===== src/rtl/acc_cpu_pkg.sv =====
package acc_cpu_pkg;

    localparam int unsigned OPC_W = 5;

    typedef enum logic [OPC_W-1:0] {
        OPC_LDM  = 5'h01,
        OPC_LDD  = 5'h02,
        OPC_STO  = 5'h03,
        OPC_INC  = 5'h04,
        OPC_CMP  = 5'h05,
        OPC_JPN  = 5'h06,
        OPC_JMP  = 5'h07,
        OPC_IN   = 5'h08,
        OPC_OUT  = 5'h09,
        OPC_END  = 5'h0A,
        OPC_XORI = 5'h0B,
        OPC_XORA = 5'h0C,
        OPC_ANDI = 5'h0D,
        OPC_ANDA = 5'h0E,
        OPC_ORI  = 5'h0F,
        OPC_ORA  = 5'h10,
        OPC_LSL  = 5'h11,
        OPC_LSR  = 5'h12
    } opc_e;

    typedef enum logic [3:0] {
        ST_FMAR, ST_FINC, ST_FMDR, ST_FCIR,
        ST_OMAR, ST_OINC, ST_OMDR, ST_OOPR,
        ST_EXEC, ST_MWAIT, ST_MRD, ST_MEXEC,
        ST_STWR, ST_INWAIT, ST_HALT
    } state_e;

    typedef struct packed {
        logic mar_pc;
        logic mar_opr;
        logic pc_inc;
        logic pc_jump;
        logic mdr_load;
        logic cir_load;
        logic opr_load;
        logic acc_alu;
        logic acc_in;
        logic ix_inc;
        logic flag_load;
        logic alu_mem;
        logic mem_we;
        logic out_pulse;
    } ctrl_t;

    function automatic logic opc_reads_mem(opc_e op);
        return (op == OPC_LDD) || (op == OPC_CMP) || (op == OPC_XORA) ||
               (op == OPC_ANDA) || (op == OPC_ORA);
    endfunction

    function automatic logic opc_acc_imm(opc_e op);
        return (op == OPC_LDM) || (op == OPC_XORI) || (op == OPC_ANDI) ||
               (op == OPC_ORI) || (op == OPC_LSL) || (op == OPC_LSR);
    endfunction

endpackage


===== src/rtl/acc_cpu_alu.sv =====
module acc_cpu_alu
    import acc_cpu_pkg::*;
#(
    parameter int unsigned DATA_W = 8
) (
    input  opc_e              op,
    input  logic [DATA_W-1:0] acc,
    input  logic [DATA_W-1:0] opr,
    input  logic [DATA_W-1:0] mdr,
    input  logic              use_mem,
    output logic [DATA_W-1:0] result,
    output logic              equal
);
    logic [DATA_W-1:0] b_val;

    always_comb begin
        b_val = use_mem ? mdr : opr;
        case (op)
            OPC_LDM, OPC_LDD:   result = b_val;
            OPC_INC:            result = acc + DATA_W'(1);
            OPC_XORI, OPC_XORA: result = acc ^ b_val;
            OPC_ANDI, OPC_ANDA: result = acc & b_val;
            OPC_ORI,  OPC_ORA:  result = acc | b_val;
            OPC_LSL:            result = acc << b_val;
            OPC_LSR:            result = acc >> b_val;
            default:            result = acc;
        endcase
    end

    assign equal = (acc == mdr);

endmodule


===== src/rtl/acc_cpu_ctrl.sv =====
module acc_cpu_ctrl
    import acc_cpu_pkg::*;
#(
    parameter int unsigned DATA_W = 8
) (
    input  logic              clk,
    input  logic              rst,
    input  logic [DATA_W-1:0] op_word,
    input  logic              sel_ix,
    input  logic              cmp_equal,
    input  logic              in_valid,
    output ctrl_t             ctl,
    output logic              halted,
    output logic              fault
);
    localparam int unsigned HI_W = DATA_W - OPC_W;

    state_e state, nxt;
    logic   bad_op;
    opc_e   op;
    logic   hi_clear;

    assign op       = opc_e'(op_word[OPC_W-1:0]);
    assign hi_clear = (op_word[DATA_W-1:OPC_W] == HI_W'(0));

    always_comb begin
        ctl    = '0;
        nxt    = state;
        bad_op = 1'b0;
        case (state)
            ST_FMAR:  begin ctl.mar_pc   = 1'b1; nxt = ST_FINC; end
            ST_FINC:  begin ctl.pc_inc   = 1'b1; nxt = ST_FMDR; end
            ST_FMDR:  begin ctl.mdr_load = 1'b1; nxt = ST_FCIR; end
            ST_FCIR:  begin ctl.cir_load = 1'b1; nxt = ST_OMAR; end
            ST_OMAR:  begin ctl.mar_pc   = 1'b1; nxt = ST_OINC; end
            ST_OINC:  begin ctl.pc_inc   = 1'b1; nxt = ST_OMDR; end
            ST_OMDR:  begin ctl.mdr_load = 1'b1; nxt = ST_OOPR; end
            ST_OOPR:  begin ctl.opr_load = 1'b1; nxt = ST_EXEC; end
            ST_EXEC: begin
                nxt = ST_FMAR;
                if (!hi_clear) begin
                    bad_op = 1'b1;
                    nxt    = ST_HALT;
                end else begin
                    case (op)
                        OPC_LDM, OPC_XORI, OPC_ANDI, OPC_ORI, OPC_LSL, OPC_LSR:
                            ctl.acc_alu = 1'b1;
                        OPC_LDD, OPC_CMP, OPC_XORA, OPC_ANDA, OPC_ORA: begin
                            ctl.mar_opr = 1'b1;
                            nxt         = ST_MWAIT;
                        end
                        OPC_STO: begin
                            ctl.mar_opr = 1'b1;
                            nxt         = ST_STWR;
                        end
                        OPC_INC: begin
                            ctl.ix_inc  = sel_ix;
                            ctl.acc_alu = !sel_ix;
                        end
                        OPC_JMP: ctl.pc_jump   = 1'b1;
                        OPC_JPN: ctl.pc_jump   = !cmp_equal;
                        OPC_IN:  nxt           = ST_INWAIT;
                        OPC_OUT: ctl.out_pulse = 1'b1;
                        OPC_END: nxt           = ST_HALT;
                        default: begin
                            bad_op = 1'b1;
                            nxt    = ST_HALT;
                        end
                    endcase
                end
            end
            ST_MWAIT: nxt = ST_MRD;
            ST_MRD:   begin ctl.mdr_load = 1'b1; nxt = ST_MEXEC; end
            ST_MEXEC: begin
                ctl.alu_mem   = 1'b1;
                ctl.flag_load = (op == OPC_CMP);
                ctl.acc_alu   = (op != OPC_CMP);
                nxt           = ST_FMAR;
            end
            ST_STWR:  begin ctl.mem_we = 1'b1; nxt = ST_FMAR; end
            ST_INWAIT: begin
                if (in_valid) begin
                    ctl.acc_in = 1'b1;
                    nxt        = ST_FMAR;
                end
            end
            default:  nxt = ST_HALT;
        endcase
    end

    always_ff @(posedge clk) begin
        if (rst) begin
            state <= ST_FMAR;
            fault <= 1'b0;
        end else begin
            state <= nxt;
            if (bad_op) fault <= 1'b1;
        end
    end

    assign halted = (state == ST_HALT);

    AST_HALT_STICKY: assert property (@(posedge clk) disable iff (rst)
        halted |=> halted);
    AST_FAULT_MEANS_HALT: assert property (@(posedge clk) disable iff (rst)
        fault |-> halted);
    AST_IN_HOLDS_UNTIL_VALID: assert property (@(posedge clk) disable iff (rst)
        (state == ST_INWAIT && !in_valid) |-> !ctl.acc_in);

endmodule


===== src/rtl/acc_cpu_dp.sv =====
module acc_cpu_dp
    import acc_cpu_pkg::*;
#(
    parameter int unsigned DATA_W = 8,
    parameter int unsigned ADDR_W = 8
) (
    input  logic              clk,
    input  logic              rst,
    input  ctrl_t             ctl,
    input  logic [DATA_W-1:0] mem_rdata,
    input  logic [DATA_W-1:0] in_char,
    input  logic [DATA_W-1:0] alu_result,
    input  logic              alu_equal,
    output logic [ADDR_W-1:0] mar,
    output logic [DATA_W-1:0] acc,
    output logic [DATA_W-1:0] ix,
    output logic [DATA_W-1:0] mdr,
    output logic [DATA_W-1:0] cir,
    output logic [DATA_W-1:0] opr,
    output logic              eq_flag
);
    logic [ADDR_W-1:0] pc;
    logic [ADDR_W-1:0] opr_addr;

    assign opr_addr = opr[ADDR_W-1:0];

    always_ff @(posedge clk) begin
        if (rst) begin
            pc      <= '0;
            mar     <= '0;
            mdr     <= '0;
            cir     <= '0;
            opr     <= '0;
            acc     <= '0;
            ix      <= '0;
            eq_flag <= 1'b0;
        end else begin
            if (ctl.mar_pc)         mar <= pc;
            else if (ctl.mar_opr)   mar <= opr_addr;
            if (ctl.pc_inc)         pc  <= pc + ADDR_W'(1);
            else if (ctl.pc_jump)   pc  <= opr_addr;
            if (ctl.mdr_load)       mdr <= mem_rdata;
            if (ctl.cir_load)       cir <= mdr;
            if (ctl.opr_load)       opr <= mdr;
            if (ctl.acc_in)         acc <= in_char;
            else if (ctl.acc_alu)   acc <= alu_result;
            if (ctl.ix_inc)         ix  <= ix + DATA_W'(1);
            if (ctl.flag_load)      eq_flag <= alu_equal;
        end
    end

    AST_OPCODE_FROM_PC: assert property (@(posedge clk) disable iff (rst)
        ctl.cir_load |-> (pc == mar + ADDR_W'(1)));
    AST_OPERAND_FROM_PC: assert property (@(posedge clk) disable iff (rst)
        ctl.opr_load |-> (pc == mar + ADDR_W'(1)));
    AST_IN_CAPTURED: assert property (@(posedge clk) disable iff (rst)
        ctl.acc_in |=> (acc == $past(in_char)));
    AST_IX_ONLY_ON_INC: assert property (@(posedge clk) disable iff (rst)
        !ctl.ix_inc |=> $stable(ix));

endmodule


===== src/rtl/acc_cpu.sv =====
module acc_cpu
    import acc_cpu_pkg::*;
#(
    parameter int unsigned DATA_W = 8,
    parameter int unsigned ADDR_W = 8
) (
    input  logic              clk,
    input  logic              rst,
    output logic [ADDR_W-1:0] mem_addr,
    output logic [DATA_W-1:0] mem_wdata,
    output logic              mem_we,
    input  logic [DATA_W-1:0] mem_rdata,
    input  logic [DATA_W-1:0] in_char,
    input  logic              in_valid,
    output logic [DATA_W-1:0] out_char,
    output logic              out_valid,
    output logic [DATA_W-1:0] idx_value,
    output logic              halted,
    output logic              fault
);
    ctrl_t             ctl;
    logic [ADDR_W-1:0] mar;
    logic [DATA_W-1:0] acc, ix, mdr, cir, opr;
    logic [DATA_W-1:0] alu_result;
    logic              alu_equal, eq_flag;

    acc_cpu_ctrl #(.DATA_W(DATA_W)) ctrl_i (
        .clk(clk), .rst(rst), .op_word(cir), .sel_ix(opr[0]),
        .cmp_equal(eq_flag), .in_valid(in_valid), .ctl(ctl),
        .halted(halted), .fault(fault)
    );

    acc_cpu_dp #(.DATA_W(DATA_W), .ADDR_W(ADDR_W)) dp_i (
        .clk(clk), .rst(rst), .ctl(ctl), .mem_rdata(mem_rdata),
        .in_char(in_char), .alu_result(alu_result), .alu_equal(alu_equal),
        .mar(mar), .acc(acc), .ix(ix), .mdr(mdr), .cir(cir), .opr(opr),
        .eq_flag(eq_flag)
    );

    acc_cpu_alu #(.DATA_W(DATA_W)) alu_i (
        .op(opc_e'(cir[OPC_W-1:0])), .acc(acc), .opr(opr), .mdr(mdr),
        .use_mem(ctl.alu_mem), .result(alu_result), .equal(alu_equal)
    );

    assign mem_addr  = mar;
    assign mem_wdata = acc;
    assign mem_we    = ctl.mem_we;
    assign out_char  = acc;
    assign out_valid = ctl.out_pulse;
    assign idx_value = ix;

    AST_OUT_SINGLE_CYCLE: assert property (@(posedge clk) disable iff (rst)
        out_valid |=> !out_valid);
    AST_QUIET_WHEN_HALTED: assert property (@(posedge clk) disable iff (rst)
        halted |-> (!mem_we && !out_valid));

endmodule


===== config.mk =====
export PLATFORM = sky130hd
export DESIGN_NAME = acc_cpu
export DESIGN_NICKNAME = d
export VERILOG_FILES = /design/src/rtl/acc_cpu_pkg.sv /design/src/rtl/acc_cpu_alu.sv /design/src/rtl/acc_cpu_ctrl.sv /design/src/rtl/acc_cpu_dp.sv /design/src/rtl/acc_cpu.sv
export SDC_FILE = /design/constraint.sdc
export NUM_CORES = 1
export LEC_CHECK = 0
export ABC_AREA = 1
export BUFFER_PORTS_ARGS = -buffer_cell sky130_fd_sc_hd__buf_2
export CAP_MARGIN = 15
export CORE_ASPECT_RATIO = 1.75
export CORE_MARGIN = 2
export CORE_UTILIZATION = 25
export DETAILED_ROUTE_END_ITERATION = 8
export GPL_ROUTABILITY_DRIVEN = 0
export PLACE_DENSITY = 0.53
export SLEW_MARGIN = 20
export SYNTH_ARGS = -nofsm -noshare
export SYNTH_HDL_FRONTEND = slang
export SYNTH_SLANG_ARGS = --single-unit

===== constraint.sdc =====
create_clock -name clk -period 3.7 [get_ports clk]
set_input_delay 0.74 -clock clk [delete_from_list [all_inputs] [get_ports clk]]
set_output_delay 0.74 -clock clk [all_outputs]
set_load 0.02 [all_outputs]

=== Word-level counts from Yosys, hierarchy flattened ===
Cells that the tools add are included.

* Output and inout bits: 36
* Register bits after elaboration: 62
* Word-level logic and storage cells: 114

* Bitwise logic cells: 3
* Muxes and demuxes: 39
* Equality and inequality tests: 35
* Reductions and logical operators: 22
* $add $sub $neg: 3
* Shift operators: 2

{| class="wikitable"
|+ Operators with widths
! operator !! number
|-
| 8-bit two-way mux || 7
|-
| 8-bit one-hot mux with 7 select lines || 1
|-
| 4-bit one-hot mux with 13 select lines || 1
|-
| 5-bit by 4-bit == test with 1-bit output (second input constant) || 8
|-
| 4-bit == test (second input constant) || 7
|-
| 8-bit by 1-bit adder with 8-bit output (second input constant) || 3
|-
| 1-bit two-way mux || 23
|-
| 5-bit by 3-bit == test with 1-bit output (second input constant) || 4
|-
| 18-bit OR reduction || 1
|-
| 4-bit by 3-bit == test with 1-bit output (second input constant) || 4
|-
| 4-bit one-hot mux with 4 select lines || 1
|-
| 5-bit == test (second input constant) || 3
|-
| 2-bit OR reduction || 7
|-
| 6-bit OR reduction || 2
|-
| 5-bit by 2-bit == test with 1-bit output (second input constant) || 2
|-
| 10-bit OR reduction || 1
|-
| 8-bit AND || 1
|-
| 4-bit by 2-bit == test with 1-bit output (second input constant) || 2
|-
| 8-bit == test || 1
|-
| 4-bit two-way mux || 2
|-
| 8-bit bitwise OR || 1
|-
| 8-bit nonzero test || 1
|-
| 8-bit by 8-bit << shifter with 8-bit output || 1
|-
| 8-bit by 8-bit right shift with 8-bit output || 1
|-
| other kinds (14) || 19
|}

=== Longest topological paths before layout ===
* Depth in word-level cells: 7
* Mapped depth: 18
* Depth with buffers taken out: 16

=== By module ===
A second synthesis with hierarchy kept.

* Cells, all modules: 751
* Area total of the unflattened synthesis: 4717.0 um2

{| class="wikitable"
|+ Modules (own cells, without submodules)
! module !! area an instance (um2) !! cells an instance !! instances
|-
| acc_cpu_dp || 2359.8 || 316 || 1
|-
| acc_cpu_alu || 1645.3 || 309 || 1
|-
| acc_cpu_ctrl || 651.9 || 118 || 1
|-
| acc_cpu || 60.1 || 8 || 1
|}

=== Least setup slack after synthesis ===
No wires, ideal clock.

* Path kind: register -> output
* Start point: register ctrl_i.state[0]
* End point: output out_valid
* Setup slack: 1496 ps
* Cell stages (with the launch flop): 8
* Arrival time: 1464 ps
* Buffers on the path: 0
* Data required time: 2960 ps
* Cell sequence: dfxtp_1 > nor2_1 > inv_2 > nor2_1 > inv_1 > nor2_1 > inv_1 > nor3_1

* Longest elaborated chain between the ends: 2

{| class="wikitable"
|+ Ends and longest elaborated chain
! element !! RTL line !! source
|-
| from (decl) || acc_cpu_ctrl.sv:18 || <nowiki>state_e state, nxt;</nowiki>
|-
| from (signal assigned) || acc_cpu_ctrl.sv:96 || <nowiki>state <= nxt;</nowiki>
|-
| 4-bit == test || acc_cpu_ctrl.sv:30 || <nowiki>case (state)</nowiki>
|-
| 1-bit two-way mux || acc_cpu_ctrl.sv:30 ||
|-
| to (decl) || acc_cpu.sv:16 || <nowiki>output logic out_valid,</nowiki>
|}

No other way between the ends.

=== Worst setup path after layout ===
Ends and elaborated chain as after synthesis.

==> impl_metrics.csv <==
group,metric,value,unit
outcome,outcome,"finished clean",
routing,ant_nets,0,
synthesis,yosys_warnings,0,
clocking,numClockSinks,62,
synthesis,ys.flop_type,"dfxtp_1",
critical_path,worstPathArrival,2260,ps
power,switchingPower,504,uW
routing,drt_iter0_drc,238,
critical_path,crit_path_end_kind,"output port",
die,ioPinCount,55,
layout,n_fill_cell,2026,
sta,slew_headroom,0.340,
critical_path,cp_max_fo,6,
power,power.total,1850,uW
sta,max_freq,333,MHz
job,drv_cap,0,
power,combPwrFrac,0.117,
clocking,cts_tree,"built",
layout,layout_commonest_cell,"nand2_1",
sta,worstMarginPinSlew,990,ps
sta,setup_violations,0,
routing,routedWlPerCell,15.6,um
critical_path,path_class,"register to output port",
clocking,clkTransAtPathRegs,60,ps
synthesis,synth_nets,729,
die,initial_core_util,0.255,
layout,final_util,0.300,
layout,diodes,0,
synthesis,async_flop_share,0,
critical_path,crit_start,"ctrl_i.state[0]",
power,leakage,0.00232,uW
routing,vias,4682,
power,power.share.clock,0.487,
synthesis,synthCells,691,
power,power.switching_fraction,0.273,
sta,grt_setup_unrepaired,"no",
clocking,cts_resized,0,
global_route,overflow,0,
routing,drt_drc_violations_left,0,
die,die_y,180,um
die,core_area,17500,sq um
synthesis,synth_top_area_share,0.279,
clocking,numCtsBuffers,9,
critical_path,r2r-start,"ctrl_i.state[3]",
global_route,grt_pass1_vias,4668,
clocking,cts_hold_buffers,0,
sta,finalHoldViolCount,0,
synthesis,yosys.area.top_type,"dfxtp_1",
global_route,grt_antenna_before_repair,0,
synthesis,seq_area_frac_synth,0.279,
sta,fin_tns_setup,0,ps
sta,finalCriticalPeriod,3000,ps
power,peakVddDrop,0.000227,V
synthesis,synth_cell_types,44,
global_route,grt_first_pass_wirelength,23800,um
global_route,grt_use_total,0.161,
die,rows,64,
power,p_int,1340,uW
min_path,min-delay-start,"ctrl_i.fault",
clocking,post_cts_buffers,0,
synthesis,synth-edff-count,0,
sta,clock_skew,9.66,ps
place,post-dp-hpwl,12100,um
power,seq_power_share,0.396,
power,power.density,353,nW/um^2
synthesis,post_synth.cell_area_avg,6.43,sq um
synthesis,ys_ff_latch,62,
routing,first_pass_iters,5,
critical_path,required,2960,ps
routing,wl,15200,um
clocking,cts.path.max_buffers,2,
clocking,root_buffer,"clkbuf_16",
synthesis,synth_area,4440,sq um
clocking,htreeDepth,3,
global_route,grt_start_max_net_pins,37,
sta,fin_crit_sh,0.811,
die,fp.dieW,105,um
layout,drive_above_1_share,0.163,
layout,area_growth,17.9,%
clocking,insertion_delay,330,ps
synthesis,synthTopCellsByArea,"dfxtp_1 28%, nand2_1 12%, nor2_1 7.7%",
routing,via_per_inst,4.81,
place,portBuffers,54,
layout,mostFrequentLayoutCells,"140 x nand2_1, 91 x nor2_1, 72 x inv_1, 62 x o21ai_0, 62 x dfxtp_1",
sta,slew_viol_final,0,
min_path,hold_path_class,"register to register",
critical_path,cp-start-kind,"register",
die,die_area,18900,sq um
layout,nNetsFinal,776,
==> stage by stage <==
step	worst slack [ps]	instances	hold WS, ps	instance area, sq um
3_5_place_dp	1010	958	451	4920
4_1_cts	687	974	461	5240
6_report	700	974	451	5240
3_3_place_gp	1040	958	441	4920
5_1_grt	592	974	486	5240
2_1_floorplan	1500	691	456	4440
==> state kept, by name, summed over array words and instances (netlist names) <==
register and flops:
dp_i.acc 8, dp_i.mdr 8, dp_i.cir 8, ctrl_i.fault 1, ctrl_i.state 4, dp_i.mar 8, dp_i.ix 8, dp_i.eq_flag 1
dp_i.opr 8, dp_i.pc 8
==> worst paths after layout <==
check | endpoint | slack (ps) | cells past startpoint
setup / recovery | out_valid | 700 | 8
hold / removal | ctrl_i.fault | 450 | 2
setup reg to reg | dp_i.acc[0] | 950 | 12
hold reg to reg | ctrl_i.fault | 450 | 2
==> power groups by stage <==
stage	clock network (uW)	logic [uW]	registers [uW]
after CTS	918	219	732
after global routing	950	245	736
final	900	217	731
after global placement	0	218	745
after detailed placement	0	218	746
after floorplan	0	141	744
==> logic make-up after synthesis <==
kind of cell | Yosys count | synth area share
xor gates and xnor gates | 10 | 0.0197
adders and majority gates | 19 | 0.0535
buffers and inverters | 107 | 0.101
AOI/OAI and AO/OA | 153 | 0.199
and+or+nand+nor | 340 | 0.348
DFF | 62 | 0.279
==> per-layer routing <==
layer  global-route usage  wire [um]
met1                0.149       5280
met2                0.314       8350
met3               0.0221        558
met4                0.113        981
met5                    0          0
==> worst max-delay path: stages, from the launching register on <==
cell and delay [ps]:
dfxtp_1 360, nor2_1 190, inv_2 90, nor2_1 230, inv_1 90, nor2_1 280
inv_1 140, nor3_1 310, buf_2 240
==> Yosys cell counts (all sizes together), types with 3 or more instances <==
cell type	n
nor2	96
o21ai	68
buf	13
clkinv	3
clkbuf	12
nand2	152
or2	6
nand4	7
inv	79
nor4	8
dfxtp	62
o211ai	3
a31oi	11
ha	19
a21oi	58
nor3	17
a211oi	3
xor2	10
nand3	52
==> layout make-up <==
| class | count | area, sq um | share of cell area |
|---|---|---|---|
| well taps | 231 | 289 | 0.0552 |
| flip-flops and latches | 62 | 1240 | 0.237 |
| repair buffers | 61 | 323 | 0.0616 |
| inverters | 82 | 310 | 0.0592 |
| clock inverters | 4 | 53.8 | 0.0103 |
| clock buffers | 12 | 267 | 0.0509 |
| multi-input cells | 522 | 2760 | 0.526 |
No activity file was read; power rests on OpenSTA's default activity.
